`src/rtl/ssp_pkg.sv`:
```
package ssp_pkg;
  // word indices of the register map (byte address bits 4:2)
  localparam logic [2:0] RG_CTRL0 = 3'd0;
  localparam logic [2:0] RG_CTRL1 = 3'd1;
  localparam logic [2:0] RG_DATA  = 3'd2;
  localparam logic [2:0] RG_STAT  = 3'd3;
  localparam logic [2:0] RG_PRE   = 3'd4;
  localparam logic [2:0] RG_INT   = 3'd5;

  // control 1 bit positions
  localparam int C1_RXIE = 0;
  localparam int C1_TXIE = 1;
  localparam int C1_OVIE = 2;
  localparam int C1_LOOP = 3;
  localparam int C1_EN   = 4;

  // core cycles per serial clock half period
  function automatic logic [15:0] half_period(input logic [6:0] pre_half,
                                              input logic [7:0] scr);
    return 16'(pre_half) * (16'(scr) + 16'd1);
  endfunction

  // ones over the active frame bits, size field = bits - 1
  function automatic logic [15:0] frame_mask(input logic [3:0] dss);
    return 16'hFFFF >> (4'd15 - dss);
  endfunction

  // prescaler halves stored from a written byte; even values, minimum 2
  function automatic logic [6:0] pre_norm(input logic [6:0] upper);
    return (upper == 7'd0) ? 7'd1 : upper;
  endfunction
endpackage

```
`src/rtl/ssp_fifo.sv`:
```
module ssp_fifo #(
  parameter int DEPTH = 8,
  parameter int DW    = 16
) (
  input  logic              clk,
  input  logic              rst_n,
  input  logic              push,
  input  logic [DW-1:0]     din,
  input  logic              pop,
  output logic [DW-1:0]     dout,
  output logic [$clog2(DEPTH):0] count,
  output logic              full,
  output logic              empty
);
  localparam int PW = $clog2(DEPTH);

  logic [DW-1:0] mem [DEPTH];
  logic [PW-1:0] wptr, rptr;

  wire do_push = push && !full;
  wire do_pop  = pop && !empty;

  assign full  = (count == (PW+1)'(DEPTH));
  assign empty = (count == '0);
  assign dout  = empty ? '0 : mem[rptr];

  always_ff @(posedge clk or negedge rst_n) begin
    if (!rst_n) begin
      wptr  <= '0;
      rptr  <= '0;
      count <= '0;
    end else begin
      if (do_push) begin
        mem[wptr] <= din;
        wptr      <= wptr + 1'b1;
      end
      if (do_pop) rptr <= rptr + 1'b1;
      case ({do_push, do_pop})
        2'b10:   count <= count + 1'b1;
        2'b01:   count <= count - 1'b1;
        default: count <= count;
      endcase
    end
  end
endmodule

```
`src/rtl/ssp_shifter.sv`:
```
module ssp_shifter #(
  parameter int DW = 16
) (
  input  logic          clk,
  input  logic          rst_n,
  input  logic          en,
  input  logic          cpol,
  input  logic          cpha,
  input  logic [3:0]    dss,
  input  logic [15:0]   half_len,
  input  logic          has_data,
  input  logic [DW-1:0] tx_word,
  input  logic          rx_in,
  output logic          tx_pop,
  output logic          active,
  output logic          sclk,
  output logic          mosi,
  output logic          frame_done,
  output logic [DW-1:0] rx_word
);
  logic [15:0]   hcnt;
  logic          lead_next;
  logic [3:0]    bitidx;
  logic [DW-1:0] tx_q, rx_q;

  wire           tick   = active && (hcnt == half_len - 16'd1);
  wire [DW-1:0]  rx_nxt = {rx_q[DW-2:0], rx_in};

  assign tx_pop     = en && !active && has_data;
  assign frame_done = tick && !lead_next && (bitidx == 4'd0);
  assign rx_word    = cpha ? rx_nxt : rx_q;

  always_ff @(posedge clk or negedge rst_n) begin
    if (!rst_n) begin
      active    <= 1'b0;
      sclk      <= 1'b0;
      mosi      <= 1'b0;
      hcnt      <= '0;
      lead_next <= 1'b1;
      bitidx    <= '0;
      tx_q      <= '0;
      rx_q      <= '0;
    end else if (!en) begin
      active <= 1'b0;
      sclk   <= cpol;
    end else if (tx_pop) begin
      active    <= 1'b1;
      tx_q      <= tx_word;
      bitidx    <= dss;
      hcnt      <= '0;
      lead_next <= 1'b1;
      rx_q      <= '0;
      sclk      <= cpol;
      if (!cpha) mosi <= tx_word[dss];
    end else if (active) begin
      if (tick) begin
        hcnt <= '0;
        sclk <= ~sclk;
        if (lead_next) begin
          lead_next <= 1'b0;
          if (!cpha) rx_q <= rx_nxt;
          else       mosi <= tx_q[bitidx];
        end else begin
          lead_next <= 1'b1;
          if (cpha) rx_q <= rx_nxt;
          if (bitidx == 4'd0) begin
            active <= 1'b0;
          end else begin
            bitidx <= bitidx - 4'd1;
            if (!cpha) mosi <= tx_q[bitidx - 4'd1];
          end
        end
      end else begin
        hcnt <= hcnt + 16'd1;
      end
    end else begin
      sclk <= cpol;
    end
  end
endmodule

```
`src/rtl/ssp_master.sv`:
```
module ssp_master
  import ssp_pkg::*;
#(
  parameter int DEPTH = 8,
  parameter int AW    = 5
) (
  input  logic          clk,
  input  logic          rst_n,
  input  logic          bus_sel,
  input  logic          bus_wr,
  input  logic [AW-1:0] bus_addr,
  input  logic [15:0]   bus_wdata,
  output logic [15:0]   bus_rdata,
  output logic          sclk,
  output logic          mosi,
  input  logic          miso,
  output logic          irq
);
  localparam int DW = 16;
  localparam int CW = $clog2(DEPTH) + 1;

  logic [15:0] cr0_q;
  logic [6:0]  cr1_q;
  logic [6:0]  pre_q;
  logic        ror_flag;

  // bus decode
  wire         hit    = bus_sel && (bus_addr[1:0] == 2'b00) && ((bus_addr >> 5) == '0);
  wire [2:0]   idx    = bus_addr[4:2];
  wire         wr_hit = hit && bus_wr;
  wire         rd_hit = hit && !bus_wr;

  // configuration views
  wire         port_en  = cr1_q[C1_EN];
  wire         loop_en  = cr1_q[C1_LOOP];
  wire         cpol     = cr0_q[7];
  wire         cpha     = cr0_q[6];
  wire [3:0]   dss      = cr0_q[3:0];
  wire [15:0]  half_len = half_period(pre_q, cr0_q[15:8]);

  // internal events, named for the checker
  logic          tx_pop, active, frame_done, mosi_int;
  logic [DW-1:0] tx_dout, rx_dout, rx_word;
  logic [CW-1:0] tx_count, rx_count;
  logic          tx_full, tx_empty, rx_full, rx_empty;
  wire           tx_push = wr_hit && (idx == RG_DATA);
  wire           rx_pop  = rd_hit && (idx == RG_DATA);
  wire           rx_push = frame_done && !rx_full;
  wire           ror_set = frame_done && rx_full;
  wire           ror_clr = wr_hit && (idx == RG_INT);
  wire           busy    = active || !tx_empty;
  wire           tx_low  = (tx_count <= CW'(DEPTH / 2));
  wire           rx_in   = loop_en ? mosi_int : miso;
  wire [2:0]     int_st  = {ror_flag & cr1_q[C1_OVIE],
                            tx_low   & cr1_q[C1_TXIE],
                            !rx_empty & cr1_q[C1_RXIE]};

  ssp_fifo #(.DEPTH(DEPTH), .DW(DW)) u_txf (
    .clk(clk), .rst_n(rst_n), .push(tx_push), .din(bus_wdata & frame_mask(dss)),
    .pop(tx_pop), .dout(tx_dout), .count(tx_count), .full(tx_full), .empty(tx_empty));

  ssp_fifo #(.DEPTH(DEPTH), .DW(DW)) u_rxf (
    .clk(clk), .rst_n(rst_n), .push(rx_push), .din(rx_word),
    .pop(rx_pop), .dout(rx_dout), .count(rx_count), .full(rx_full), .empty(rx_empty));

  ssp_shifter #(.DW(DW)) u_shf (
    .clk(clk), .rst_n(rst_n), .en(port_en), .cpol(cpol), .cpha(cpha), .dss(dss),
    .half_len(half_len), .has_data(!tx_empty), .tx_word(tx_dout), .rx_in(rx_in),
    .tx_pop(tx_pop), .active(active), .sclk(sclk), .mosi(mosi_int),
    .frame_done(frame_done), .rx_word(rx_word));

  assign mosi = mosi_int;
  assign irq  = |int_st;

  always_ff @(posedge clk or negedge rst_n) begin
    if (!rst_n) begin
      cr0_q    <= '0;
      cr1_q    <= '0;
      pre_q    <= 7'd1;
      ror_flag <= 1'b0;
    end else begin
      if (wr_hit && idx == RG_CTRL0) cr0_q <= bus_wdata;
      if (wr_hit && idx == RG_CTRL1) cr1_q <= bus_wdata[6:0];
      if (wr_hit && idx == RG_PRE)   pre_q <= pre_norm(bus_wdata[7:1]);
      if (ror_set)      ror_flag <= 1'b1;
      else if (ror_clr) ror_flag <= 1'b0;
    end
  end

  always_comb begin
    bus_rdata = '0;
    if (rd_hit) begin
      case (idx)
        RG_CTRL0: bus_rdata = cr0_q;
        RG_CTRL1: bus_rdata = {9'd0, cr1_q};
        RG_DATA:  bus_rdata = rx_dout;
        RG_STAT:  bus_rdata = {11'd0, busy, rx_full, !rx_empty, !tx_full, tx_empty};
        RG_PRE:   bus_rdata = {8'd0, pre_q, 1'b0};
        RG_INT:   bus_rdata = {13'd0, int_st};
        default:  bus_rdata = '0;
      endcase
    end
  end
endmodule

```
`config.mk`:
```
export PLATFORM = sky130hd
export DESIGN_NAME = ssp_master
export DESIGN_NICKNAME = d
export VERILOG_FILES = /design/src/rtl/ssp_pkg.sv /design/src/rtl/ssp_fifo.sv /design/src/rtl/ssp_shifter.sv /design/src/rtl/ssp_master.sv
export SDC_FILE = /design/constraint.sdc
export NUM_CORES = 1
export LEC_CHECK = 0
export BUFFER_PORTS_ARGS = -buffer_cell sky130_fd_sc_hd__clkbuf_2
export CAP_MARGIN = 40
export CORE_MARGIN = 8
export CORE_UTILIZATION = 63
export DETAILED_ROUTE_END_ITERATION = 8
export GPL_TIMING_DRIVEN = 0
export PLACE_DENSITY_LB_ADDON = 0.25
export SYNTH_ARGS = -nofsm -noshare
export SYNTH_HDL_FRONTEND = slang
export SYNTH_SLANG_ARGS = --single-unit
export TNS_END_PERCENT = 30
```
`constraint.sdc`:
```
create_clock -name clk -period 9.5 [get_ports clk]
set_input_delay 0 -clock clk [delete_from_list [all_inputs] [get_ports clk]]
set_output_delay 0 -clock clk [all_outputs]
set_load 0.02 [all_outputs]
```
### Yosys cells after proc, flatten, opt, wreduce, memory -nomap -nowiden

Memory sizes are Yosys's and may differ from the RTL's.
Index checks and enable logic that the tools add are counted.
W data, S select, Z words.

* add/sub/neg operators: 13
* multipliers: 1
* div/mod/pow operators: 0
* magnitude comparators: 4
* equality and inequality tests: 20
* shift-type cells: 1
* mux-type cells: 56
* bitwise logic cells: 5
* reduce and logical (&&, ||, !) cells: 48

Operators with widths (count)
* $mux W16: 12
* $pmux W16 S6: 1
* $mux W1: 32
* $logic_and A1 B1 Y1: 22
* $mux W4: 5
* $add A16 B1 Y16 const B: 1
* $and A16 B16 Y16: 1
* $eq A16 B16 Y1: 1
* $mul A7 B9 Y16: 1
* $pmux W4 S2: 2
* $shr A16 B4 Y16 const A: 1
* $sub A16 B1 Y16 const B: 1
* $lt A4 B5 Y1 const B: 3
* $add A3 B1 Y3 const B: 4
* $bmux W1 S4: 3
* $logic_not A4 Y1: 3
* $sub A4 B1 Y4 const B: 3
* $reduce_bool A2 Y1: 5
* $add A8 B1 Y9 const B: 1
* $add A4 B1 Y4 const B: 2
* $eq A4 B4 Y1 const B: 2
* $logic_not A1 Y1: 7
* $logic_not A7 Y1: 1
* $mux W7: 1
* other kinds (23): 33

* register bits after elaboration: 107
* latch bits: 0
* memory bits (writable): 256
* ROM bits: 0
* output and inout port bits: 19
* word-level logic and storage cells: 168
* memories kept: 2

Memories
* u_rxf.mem: depth 8, width 16, read ports 1, clocked after memory_dff 0, write ports 1, RTL line ssp_fifo.sv:17 `logic [DW-1:0] mem [DEPTH];`
* u_txf.mem: depth 8, width 16, read ports 1, clocked after memory_dff 0, write ports 1, RTL line ssp_fifo.sv:17

### Logic depth before layout (Yosys ltp)

Gate-level depths: netlist (run 1).

* word-level depth: 12
* gate-level depth with buffers: 30

### By module

A second synthesis (run 1) with hierarchy kept.

* cell total of the unflattened synthesis: 1380
* area total of the unflattened synthesis: 18750.5 um^2

By module, submodules not included
* ssp_fifo: times used 2, cells an instance 256, area each 5446.5 um^2
* ssp_master: times used 1, cells an instance 444, area each 4098.9 um^2
* ssp_shifter: times used 1, cells an instance 424, area each 3758.6 um^2

### Worst setup path after synthesis (run 1)

Ideal clock, no wire load.

* path type: register to register
* from: reg cr0_q[8]
* to: mem u_rxf.mem[4][0] (enable)
* setup time: 409 ps
* arrival time: 6655 ps
* data required time: 9091 ps
* path slack: 2436 ps
* cell stages (with the launch flop): 22
* clock period less this slack: 7064 ps
* cells stage by stage: dfrtp_1 -> clkbuf_1 -> and3_1 -> nand3_1 -> nor2_1 -> xor2_1 -> nand2_1 -> fa_1 -> fa_1 -> fa_1 -> fa_1 -> inv_1 -> ha_1 -> a21o_1 -> and3_1 -> o21ai_0 -> nand4_1 -> nor4_1 -> nand3b_1 -> nor4_1 -> nand4_1 -> nor3_1

* cells in the longest elaborated chain, start to end: 12

Ends and longest elaborated chain
* from (decl): RTL line ssp_master.sv:22 `logic [15:0] cr0_q;`
* from (signal assigned): RTL line ssp_master.sv:82 `if (wr_hit && idx == RG_CTRL0) cr0_q <= bus_wdata;`
* $add A8 B1 Y9: RTL line ssp_pkg.sv:20 `return 16'(pre_half) * (16'(scr) + 16'd1);`
* $mul A7 B9 Y16: RTL line ssp_pkg.sv:20
* $sub A16 B1 Y16: RTL line ssp_shifter.sv:26 `wire tick = active && (hcnt == half_len - 16'd1);`
* $eq A16 B16 Y1: RTL line ssp_shifter.sv:26
* $logic_and A1 B1 Y1: RTL line ssp_shifter.sv:26
* $logic_and A1 B1 Y1 (2 in a row): RTL line ssp_shifter.sv:30 `assign frame_done = tick && !lead_next && (bitidx == 4'd0);`
* $logic_and A1 B1 Y1: RTL line ssp_master.sv:48 `wire rx_push = frame_done && !rx_full;`
* $logic_and A1 B1 Y1: RTL line ssp_fifo.sv:20 `wire do_push = push && !full;`
* $mux W1: RTL line ssp_fifo.sv:33 `if (do_push) begin`
* $logic_and A1 B1 Y1 (not written as such): RTL line ssp_fifo.sv:34 `mem[wptr] <= din;`
* $mux W1 (not written as such): RTL line ssp_fifo.sv:34
* to (decl): RTL line ssp_fifo.sv:17

Every way passes these cells.

### Final worst setup path (run 1)

* from: reg cr0_q[8]
* to: mem u_rxf.mem[7][13] (enable)

Same word-level chain as after synthesis.

==> metrics, run 1 <==
status=finished, violations left; failing checks=hold timing; Non-Filler Instances=between 1,500 and 2,000; Row Count=62; clk sink count=roughly 360; EDFF count, synth=256; Most used DFF post-synth=edfxtp_1; Critical Path Source Type=register; GRT Total Usage=0.2634; count of input and output buffers=between 40 and 50; dpl cell area=about 19,000 µm²; post-synth top area share=0.4214; synth top area cells=edfxtp_1 42%, dfrtp_1 14%, mux4_2 9.5%, fa_1 4.4%, ha_1 3.5%; setup tns final=0 ps; final slew viol count=0; area of the die=between 30,000 and 40,000 µm²; clock buffer depth=3; detailed placement HPWL=30.77 mm; io pins=45; Synth warnings=0; Worst path max stage delay=around 650 ps; #FFs+latches synth=363; Final min period=7810 ps; Slew headroom=0.3327; Avg Inst Size Synth=13.94 µm²; drt first-iter violations=~1,400; asr flop ratio synth=0.2948; CP Max Fanout=10; Worst-Skew Late Latency=~540 ps; pwr dens=about 230 nW/µm²; max-cap viol count=0; die width=around 190 µm; CTS tree=yes; synthesis-to-layout area growth=13.51%; first-pass GRT wire length=between 60 and 70 mm; share of cells above drive strength 1=0.1997; Syn Nets=around 1,400; Initial Utilization=0.6373; RSZ-0062 raised after global routing=no; Initial DRT Pass Iterations=7; DR vias/cell=~6.4; CP endpoint kind=register; Synth cell types=71; cts bufs inserted=37; Detailed Route WL=~44 mm; post-route cell area=between 20,000 and 25,000 µm²; most frequent CP cell=fa_1; Worst Hold Slack=-5.478 ps; WL/cell=23.73 µm; worst ir drop on vdd=approximately 0.21 mV; vias in the first global route=12,029; HP Class=primary input to async pin; H-tree depth=2; crit path cell chain=clkbuf_1 > and3_1 > nand3_1 > xnor2_1 > nand2_1 > fa_1 > fa_1 > fa_1 > fa_1 > inv_1 > ha_1 > xor2_1 > o221ai_1 > o21ai_0 > inv_1 > nor4_1 > nand3b_1 > nor4_1 > clkbuf_2 > nand4_1 > nor2_2 > buf_8; timing startpoint of the critical path=cr0_q[8]; clk_skew=~27 ps; critical path type=register to register; Leakage=7.988 nW; Worst EP required=roughly 9700 ps; placed instance count=1,765; Final Cycle Share=0.8221; root buf cell=clkbuf_16; Residual DRC=0; register area share after synthesis=0.5683; Slowest-stage cell, CP=xnor2_1; Max Freq=128.0 MHz; total grt overflow=0; clk slew on worst S/H paths=60 ps; Cell Area, Synth=around 18,000 µm²; Worst Tran Pin Value=roughly 1000 ps; reg2reg start=cr0_q[8]; Final Wtd Congestion=about 0.90; Final setup viols=0; Post-Syn Instances=~1,300; Final nets=roughly 1,600; Antenna Nets Post-Route=0; routed via count=approximately 12,000; die extent in y=between 150 and 200 µm; Core ar.=approximately 29,000 µm²; Arr. time, crit path=8040 ps; initial antenna violation count=0; pin count of the biggest net entering global routing=around 60; leading area contributor after synthesis=edfxtp_1; Final Hold Fails=3
cells in the final DEF (no fill, tap or decap), drive strengths merged, types with 14 or more instances in the layout:
| cell | synthesis | routed |
|---|---|---|
| nand3 | 24 | 24 |
| clkbuf | 42 | 135 |
| mux2i | 41 | 41 |
| mux2 | 49 | 49 |
| nor2 | 87 | 87 |
| a22o | 15 | 15 |
| inv | 81 | 82 |
| nor3 | 17 | 17 |
| xor2 | 32 | 32 |
| xnor2 | 32 | 32 |
| o21ai | 46 | 46 |
| and2 | 22 | 22 |
| ha | 51 | 51 |
| mux4 | 77 | 77 |
| dfrtp | 105 | 105 |
| clkinv | 0 | 16 |
| dlygate4sd3 | 0 | 23 |
| nand2b | 14 | 14 |
| a21oi | 36 | 36 |
| fa | 40 | 40 |
| nand2 | 99 | 99 |
| edfxtp | 256 | 256 |
| buf | 22 | 50 |
metal layers:
layer	vias to the layer above	global-route usage	share of wire
met4	0	0.09368	0.034
met3	106	0.03438	0.074
met1	5996	0.3646	0.40
met5	-	0	0
li1	5099	-	-
met2	594	0.4289	0.49
path summary, 6_finish.rpt:
path	endpoint	slack (ps)	cells after the start
setup / recovery	u_rxf.mem[7][13]	1690	22
max in group asynchronous	pre_q[0]	8770	3
min in group clk	ror_flag	40	5
setup reg to reg	u_rxf.mem[7][13]	1690	22
hold reg to reg	u_rxf.count[3]	510	1
hold / removal	u_shf.rx_q[8]	-5	2
through the flow:
step | worst slack [ps] | power [mW] | hold slack, ps | utilization
2_1_floorplan | 2436 | 3.041 | -295.6 | -
3_3_place_gp | 76.80 | 3.397 | 300.7 | 0.6616
3_5_place_dp | 1345 | 3.460 | 11.42 | 0.6762
4_1_cts | 1310 | 4.804 | 0.5034 | 0.7232
5_1_grt | 1261 | 5.037 | 22.49 | 0.7234
6_report | 1690 | 4.805 | -5.478 | 0.7234
registers in the layout (all words and copies together) (netlist names), 3 cells and up:
signal	count
u_rxf.mem	128
u_txf.mem	128
cr0_q	16
u_shf.hcnt	16
u_shf.rx_q	16
u_shf.tx_q	16
cr1_q	7
pre_q	7
u_rxf.count	4
u_shf.bitidx	4
u_txf.count	4
u_rxf.rptr	3
u_rxf.wptr	3
u_txf.rptr	3
u_txf.wptr	3
worst max-delay path: cells and delay by family (launching register included):
family | cells | cell delay [ps]
buf+inv | 5 | 1140
compound gates | 2 | 460
xor+xnor | 2 | 910
fa+ha+maj | 5 | 2420
flops | 1 | 430
simple gates | 8 | 2140
report_power, final:
part | internal (mW) | switching (mW) | leakage [nW]
registers | 1.79 | 0.0965 | 3.89
clock network | 0.749 | 0.594 | 0.548
logic | 0.687 | 0.887 | 3.55
cell usage after synthesis (all sizes together), types with 40 or more instances:
cell and n:
edfxtp 256, dfrtp 105, nand2 99, nor2 87
inv 81, mux4 77, ha 51, mux2 49
o21ai 46, clkbuf 42, mux2i 41, fa 40
repair_timing:
item | in CTS | in global routing
resized for setup | 0 | 0
hold buffers | 23 | 0
hold endpoints to repair | 177 | 0
buffers inserted | 0 | 0
cell type report:
class | instances | area, µm²
well taps | 384 | 480.5
flip-flops and latches | 363 | 10370
repair buffers | 96 | 810.8
plain buffers | 64 | 272.8
clock buffers | 49 | 1002
multi-input cells | 801 | 7355
diodes | 1 | 2.502
clock inverters | 18 | 113.9
inverters | 81 | 304.0
fillers | 1841 | 7916
kinds of logic (layout without fill, tap and decap cells):
logic type | count (synthesis) | count (layout) | synth area share
flip-flops | 363 | 363 | 0.5683
AND/OR/NAND/NOR | 327 | 327 | 0.08785
multiplexers | 167 | 167 | 0.1478
AO/OA/AOI/OAI | 152 | 152 | 0.05487
buffers and inverters | 145 | 308 | 0.03162
adder cells (fa/ha/maj) | 91 | 91 | 0.07887
XOR/XNOR | 64 | 64 | 0.03073
other | 0 | 1 | 0
(Power assumes the default switching activity.)
==> run 2, diff against run 1 <==
- CORE_UTILIZATION: 63 -> 57
- clock period: 9.5 -> 6.81 ns (I/O delays scaled with it)
==> run 2 against run 1 <==
The flow now finishes without violations. Register-to-register slack got worse by 1400 ps. Cell area increased by 3.2%. Fmax increased by 19%. Power increased by 48%. First-iteration DRC count decreased by 20%. Routed wire length decreased by 0.11%. Setup slack got worse by 1400 ps. Hold slack improved by 35 ps. Sequential share of layout area decreased by 1.5 points. Non-clock buffer count increased by 23. Clock skew decreased by 1.5 ps. Critical path depth increased by 5.
==> metrics, run 2 (synthesized netlist as in run 1, its figures left out) <==
count of input and output buffers=43; Initial DRT Pass Iterations=6; most common cell after layout, fill and taps aside=edfxtp_1; Initial Utilization=0.5782; Final Cycle Share=0.9642; Psw=around 2.3 mW; Largest regs=u_rxf.mem (128), u_txf.mem (128); Row Count=65; routed via count=roughly 12,000; Final min period=around 6600 ps; die width=slightly below 200 µm; Logic pwr share=0.330; Final setup viols=0; Detailed Route WL=44.02 mm; root buf cell=clkbuf_16; CP endpoint kind=register; Arr. time, crit path=a little under 7000 ps; Final Wtd Congestion=~0.9; area of the die=between 30,000 and 40,000 µm²; Critical Path Source Type=register; Final nets=1,584; WL/cell=~23 µm; Util after Layout=0.6772; CTS tree=yes; clock power share=0.298; critical path type=register to register; DR vias/cell=between 6 and 7; detailed placement HPWL=roughly 31 mm; synthesis-to-layout area growth=17.13%; Worst-Skew Late Latency=around 530 ps; clk sink count=363; cts bufs inserted=37; number of antenna cells inserted=0; dpl cell area=roughly 19,000 µm²; drt first-iter violations=about 1,100; H-tree depth=2; Net Sw Frac=0.3202; first-pass GRT wire length=around 67 mm; Max Freq=around 150 MHz; Core ar.=approximately 32,000 µm²; final slew viol count=0; total grt overflow=0; Worst Tran Pin Value=a little under 1000 ps; pwr dens=around 330 nW/µm²; sequential share of power=0.372; Layout fillers=about 2,200; initial antenna violation count=1; CP Max Fanout=7; HP Class=primary input to async pin; share of cells above drive strength 1=0.2415; die extent in y=around 200 µm; post-route cell area=21,370 µm²; Final Hold Fails=0; Worst EP required=between 7000 and 8000 ps; vias in the first global route=around 12,000; most frequent cells in the layout=256 x edfxtp_1, 100 x dfrtp_1, 99 x nand2_1; Antenna Nets Post-Route=0; clk slew on worst S/H paths=around 60 ps; clock buffer depth=3; worst ir drop on vdd=~0.21 mV; io pins=45; max-cap viol count=0; Residual DRC=0; status=completed; Internal=roughly 4.8 mW; clk_skew=about 26 ps; worst r2r path cells=27; pin count of the biggest net entering global routing=around 60; Slew headroom=0.3466; GRT Total Usage=0.2269; Leakage=between 8 and 9 nW; PnR Total Power=between 7 and 8 mW
==> run 2: area by class of cell <==
class	instances	area, µm²	area share
timing repair buffer	121	982.2	0.04597
inverter	81	304.0	0.01423
clock buffer	49	1002	0.04690
multi-input combinational	801	7659	0.3584
buffer	62	272.8	0.01276
sequential	363	10370	0.4855
tap	402	503.0	0.02354
clock inverter	18	271.5	0.01271
==> run 2: power by group through the flow <==
stage | Clock (mW) | Combinational [mW] | Sequential (mW)
floorplan | 0 | 1.61 | 2.63
global placement | 0 | 2.08 | 2.66
detailed placement | 0 | 2.14 | 2.67
CTS | 2.14 | 2.18 | 2.63
global route | 2.21 | 2.56 | 2.65
finish | 2.12 | 2.35 | 2.64
==> run 2: per-stage QoR <==
stage	instances	hold slack, ps	TNS [ps]	setup slack (ps)
2_1_floorplan	1309	-295.6	-15620	-254.4
3_3_place_gp	1754	305.7	-275410	-2552
3_5_place_dp	1784	7.527	-76170	-736.6
4_1_cts	1882	11.93	0	0.2265
5_1_grt	1897	70.17	-130.2	-78.74
6_report	1897	29.97	0	243.9
==> run 2: routing by layer <==
| layer | GRT usage | share of wire | wire, µm |
|---|---|---|---|
| met1 | 0.3065 | 0.41 | 18020 |
| met5 | 0 | 0.00018 | 8 |
| met3 | 0.03939 | 0.071 | 3129 |
| met2 | 0.3617 | 0.48 | 21080 |
| met4 | 0.09489 | 0.041 | 1787 |
==> run 2: worst max-delay path, stage by stage, from the launching register on <==
cell and delay, ps:
dfrtp_2 460, ha_4 210, nand3_4 120, nor2_4 60, and3_2 270, and2_1 200
fa_1 530, inv_1 70, fa_1 560, fa_1 460, fa_1 500, inv_1 60
ha_4 300, and3_4 190, nand4_1 170, a2111o_1 350, nand4_1 140, o211ai_1 130
nor4_2 230, buf_2 190, nand4_1 180, ha_4 240, xor2_1 140, ha_1 200
a21oi_2 110, xor2_1 150, nor2_1 60, xor2_1 130
==> run 2: final timing paths <==
check,from,endpoint,slack [ps]
min,rst_n,u_shf.rx_q[5],30
max,cr0_q[9],u_rxf.count[2],240
max reg2reg,cr0_q[9],u_rxf.count[2],240
min reg2reg,u_rxf.wptr[2],u_rxf.wptr[2],500
min in group clk,bus_addr[0],ror_flag,40
max in group asynchronous,rst_n,u_shf.lead_next,6050
==> run 2: repair_timing <==
| action | CTS | global route |
|---|---|---|
| gates resized for setup | 20 | 42 |
| hold buffers | 22 | 0 |
| buffers inserted | 10 | 16 |
| pin swaps | 3 | 17 |
| hold endpoints to repair | 169 | 0 |
| setup endpoints to repair | 163 | 146 |
==> run 3, diff against run 2 <==
- ABC_AREA: default -> 1
==> run 3 against run 2 <==
Non-clock buffer count did not move. Core utilization fell by 1.7 points. Setup slack improved by 160 ps. Routed wire length rose by 17%. Synthesized cell count rose by 51%. Critical path depth fell by 2. Cell area rose by 0.74%. Register-to-register slack improved by 160 ps.
==> metrics, run 3 <==
post-synth top area share=0.4072; Worst Tran Pin Value=between 900 and 1000 ps; Core ar.=32,620 µm²; first-pass GRT wire length=80.47 mm; largest family of logic cells by synthesized area=simple AND/OR/NAND/NOR gates; Max Freq=approximately 160 MHz; leading area contributor after synthesis=edfxtp_1; Slew headroom=0.3482; multiplexer area fraction after synthesis=0.001657; die extent in y=roughly 200 µm; share of cells above drive strength 1=0.09581; post-route cell area=between 20,000 and 25,000 µm²; number of antenna cells inserted=0; Final Cycle Share=0.9411; Critical Path Source Type=register; Synth warnings=0; Slowest-stage cell, CP=fa_1; final slew viol count=0; Post-Syn Instances=1,981; io pins=45; H-tree depth=2; clk sink count=approximately 360; adder-cell share of the synthesized area=0.07622; initial antenna violation count=1; Register Area=just over 10,000 µm²; Most used DFF post-synth=edfxtp_1; Synth Area in Simple Gates=0.1781; register area share after synthesis=0.5492; Compound-Gate Fraction of Synth Area=0.1145; Synth cell types=50; Row Count=between 60 and 70; Cell Area, Synth=18,880 µm²; multi-input logic area=~7400 µm²; Syn Nets=about 2,100; Final min period=approximately 6400 ps; max-cap viol count=0; Avg Inst Size Synth=9.530 µm²; CP endpoint kind=register; Post-Synth XOR/XNOR Area=0.01577; cell with the most instances after synthesis=nand2_1; drt first-iter violations=1,551; synth top area cells=edfxtp_1 41%, dfrtp_1 14%, nand2_1 6.2%, o21ai_0 6.1%, nor2_1 5.8%; Antenna Nets Post-Route=0; total grt overflow=0; root buf cell=clkbuf_16; Final nets=2,239; worst r2r path cells=25; asr flop ratio synth=0.2948; WL/cell=around 20 µm; most frequent cells in the layout=311 x nand2_1, 284 x nor2_1, 256 x edfxtp_1; HP Class=primary input to register; Worst Hold Depth=6; Worst path max stage delay=~570 ps; #FFs+latches synth=between 300 and 400; Initial Utilization=0.5787; status=completed; CTS tree=yes; count of input and output buffers=44; Final Wtd Congestion=0.9708; most frequent CP cell=fa_1; critical path type=register to register; GRT Total Usage=0.2623; EDFF count, synth=around 260; DR vias/cell=5.880; Post-synth top cells=311 x nand2_1, 291 x nor2_1, 256 x edfxtp_1; Worst EP required=7040 ps; die width=198.0 µm; CP Max Fanout=11; most common cell after layout, fill and taps aside=nand2_1; Initial DRT Pass Iterations=6; detailed placement HPWL=approximately 37 mm; Detailed Route WL=51.48 mm; synthesis-to-layout area growth=14.02%; clock buffer depth=3; RSZ-0062 raised after global routing=no; Final Hold Fails=0; Layout fillers=~2,600; setup tns final=0 ps; dpl cell area=about 20,000 µm²; Worst-Skew Late Latency=approximately 550 ps; pin count of the biggest net entering global routing=96; Arr. time, crit path=roughly 6600 ps; cts bufs inserted=38; clk slew on worst S/H paths=60 ps; area of the die=around 39,000 µm²; Largest regs=u_rxf.mem (128), u_txf.mem (128); vias in the first global route=around 15,000; clk_skew=between 20 and 30 ps; Residual DRC=0; routed via count=roughly 15,000; Final setup viols=0
-- run 3: changes by cell type in the layout (fill, tap and decap cells not counted), moves of 27 or more --
| cell | delta |
|---|---|
| mux2i_1 | -39 |
| a21oi_1 | +27 |
| inv_1 | +138 |
| o221ai_1 | +29 |
| nand2_1 | +212 |
| o21ai_0 | +190 |
| mux4_2 | -77 |
| nor2_1 | +210 |
| mux2_2 | -48 |
| nand3_1 | +67 |
-- run 3: per-layer routing --
metal,wire length [µm],track usage,vias up
met2,24900,0.4413,816
met3,4652,0.04024,141
met5,13,0,-
li1,-,-,7018
met4,1842,0.1059,2
met1,20070,0.3378,7263
-- run 3: final cells by class --
cell class / instances / share of cell area
Sequential cell: 363 / 0.4817
Multi-Input combinational cell: 1303 / 0.3439
Tap cell: 442 / 0.02569
Timing Repair Buffer: 101 / 0.03505
Clock inverter: 18 / 0.008370
Buffer: 82 / 0.01604
Clock buffer: 50 / 0.04865
Inverter: 233 / 0.04063
-- run 3: worst max-delay path, delay by kind of cell, from the launching register on --
family        cells  cell delay (ps)
simple gates     14             2450
fa+ha+maj         5             2380
buf+inv           5              540
xor+xnor          1              280
flops             1              400
-- run 3: per-stage QoR --
stage                     setup slack (ps)  utilization  hold slack, ps  cells
after detailed placement            -369.4       0.6125          -132.4   2496
after global routing                 14.22       0.6599           76.72   2592
after floorplan                      801.1            -          -295.6   1981
final                                400.9       0.6599           60.18   2592
after global placement               -1042       0.6025           290.3   2467
after CTS                            40.13       0.6578           43.22   2586
-- run 3: path summary, 6_finish.rpt --
kind	end	from	slack [ps]
setup / recovery	u_rxf.mem[6][12]	cr0_q[8]	400
hold / removal	u_txf.wptr[1]	bus_addr[2]	60
setup reg to reg	u_rxf.mem[6][12]	cr0_q[8]	400
hold reg to reg	u_shf.tx_q[3]	u_shf.tx_q[3]	510
max in group asynchronous	u_rxf.count[1]	rst_n	5800
min in group asynchronous	u_shf.bitidx[1]	rst_n	90
-- run 3: kinds of logic (layout without fill, tap and decap cells) --
group,after synthesis,count (layout)
AOI/OAI and AO/OA,386,386
xor gates and xnor gates,34,34
adders and majority gates,91,91
buffers and inverters,315,484
DFF,363,363
muxes,3,3
and+or+nand+nor,789,789
-- run 3: timing repair --
action | 4_1_cts | 5_1_grt
buffers inserted | 1 | 3
setup endpoints to repair | 119 | 129
gates resized for setup | 5 | 12
pin swaps | 1 | 5
hold buffers | 21 | 0
endpoints found under the hold margin | 173 | 0
Power of run 3 is left out: the tool's default activity adds up to more than one toggle a clock period on the data nets, which glitch-free logic cannot reach.
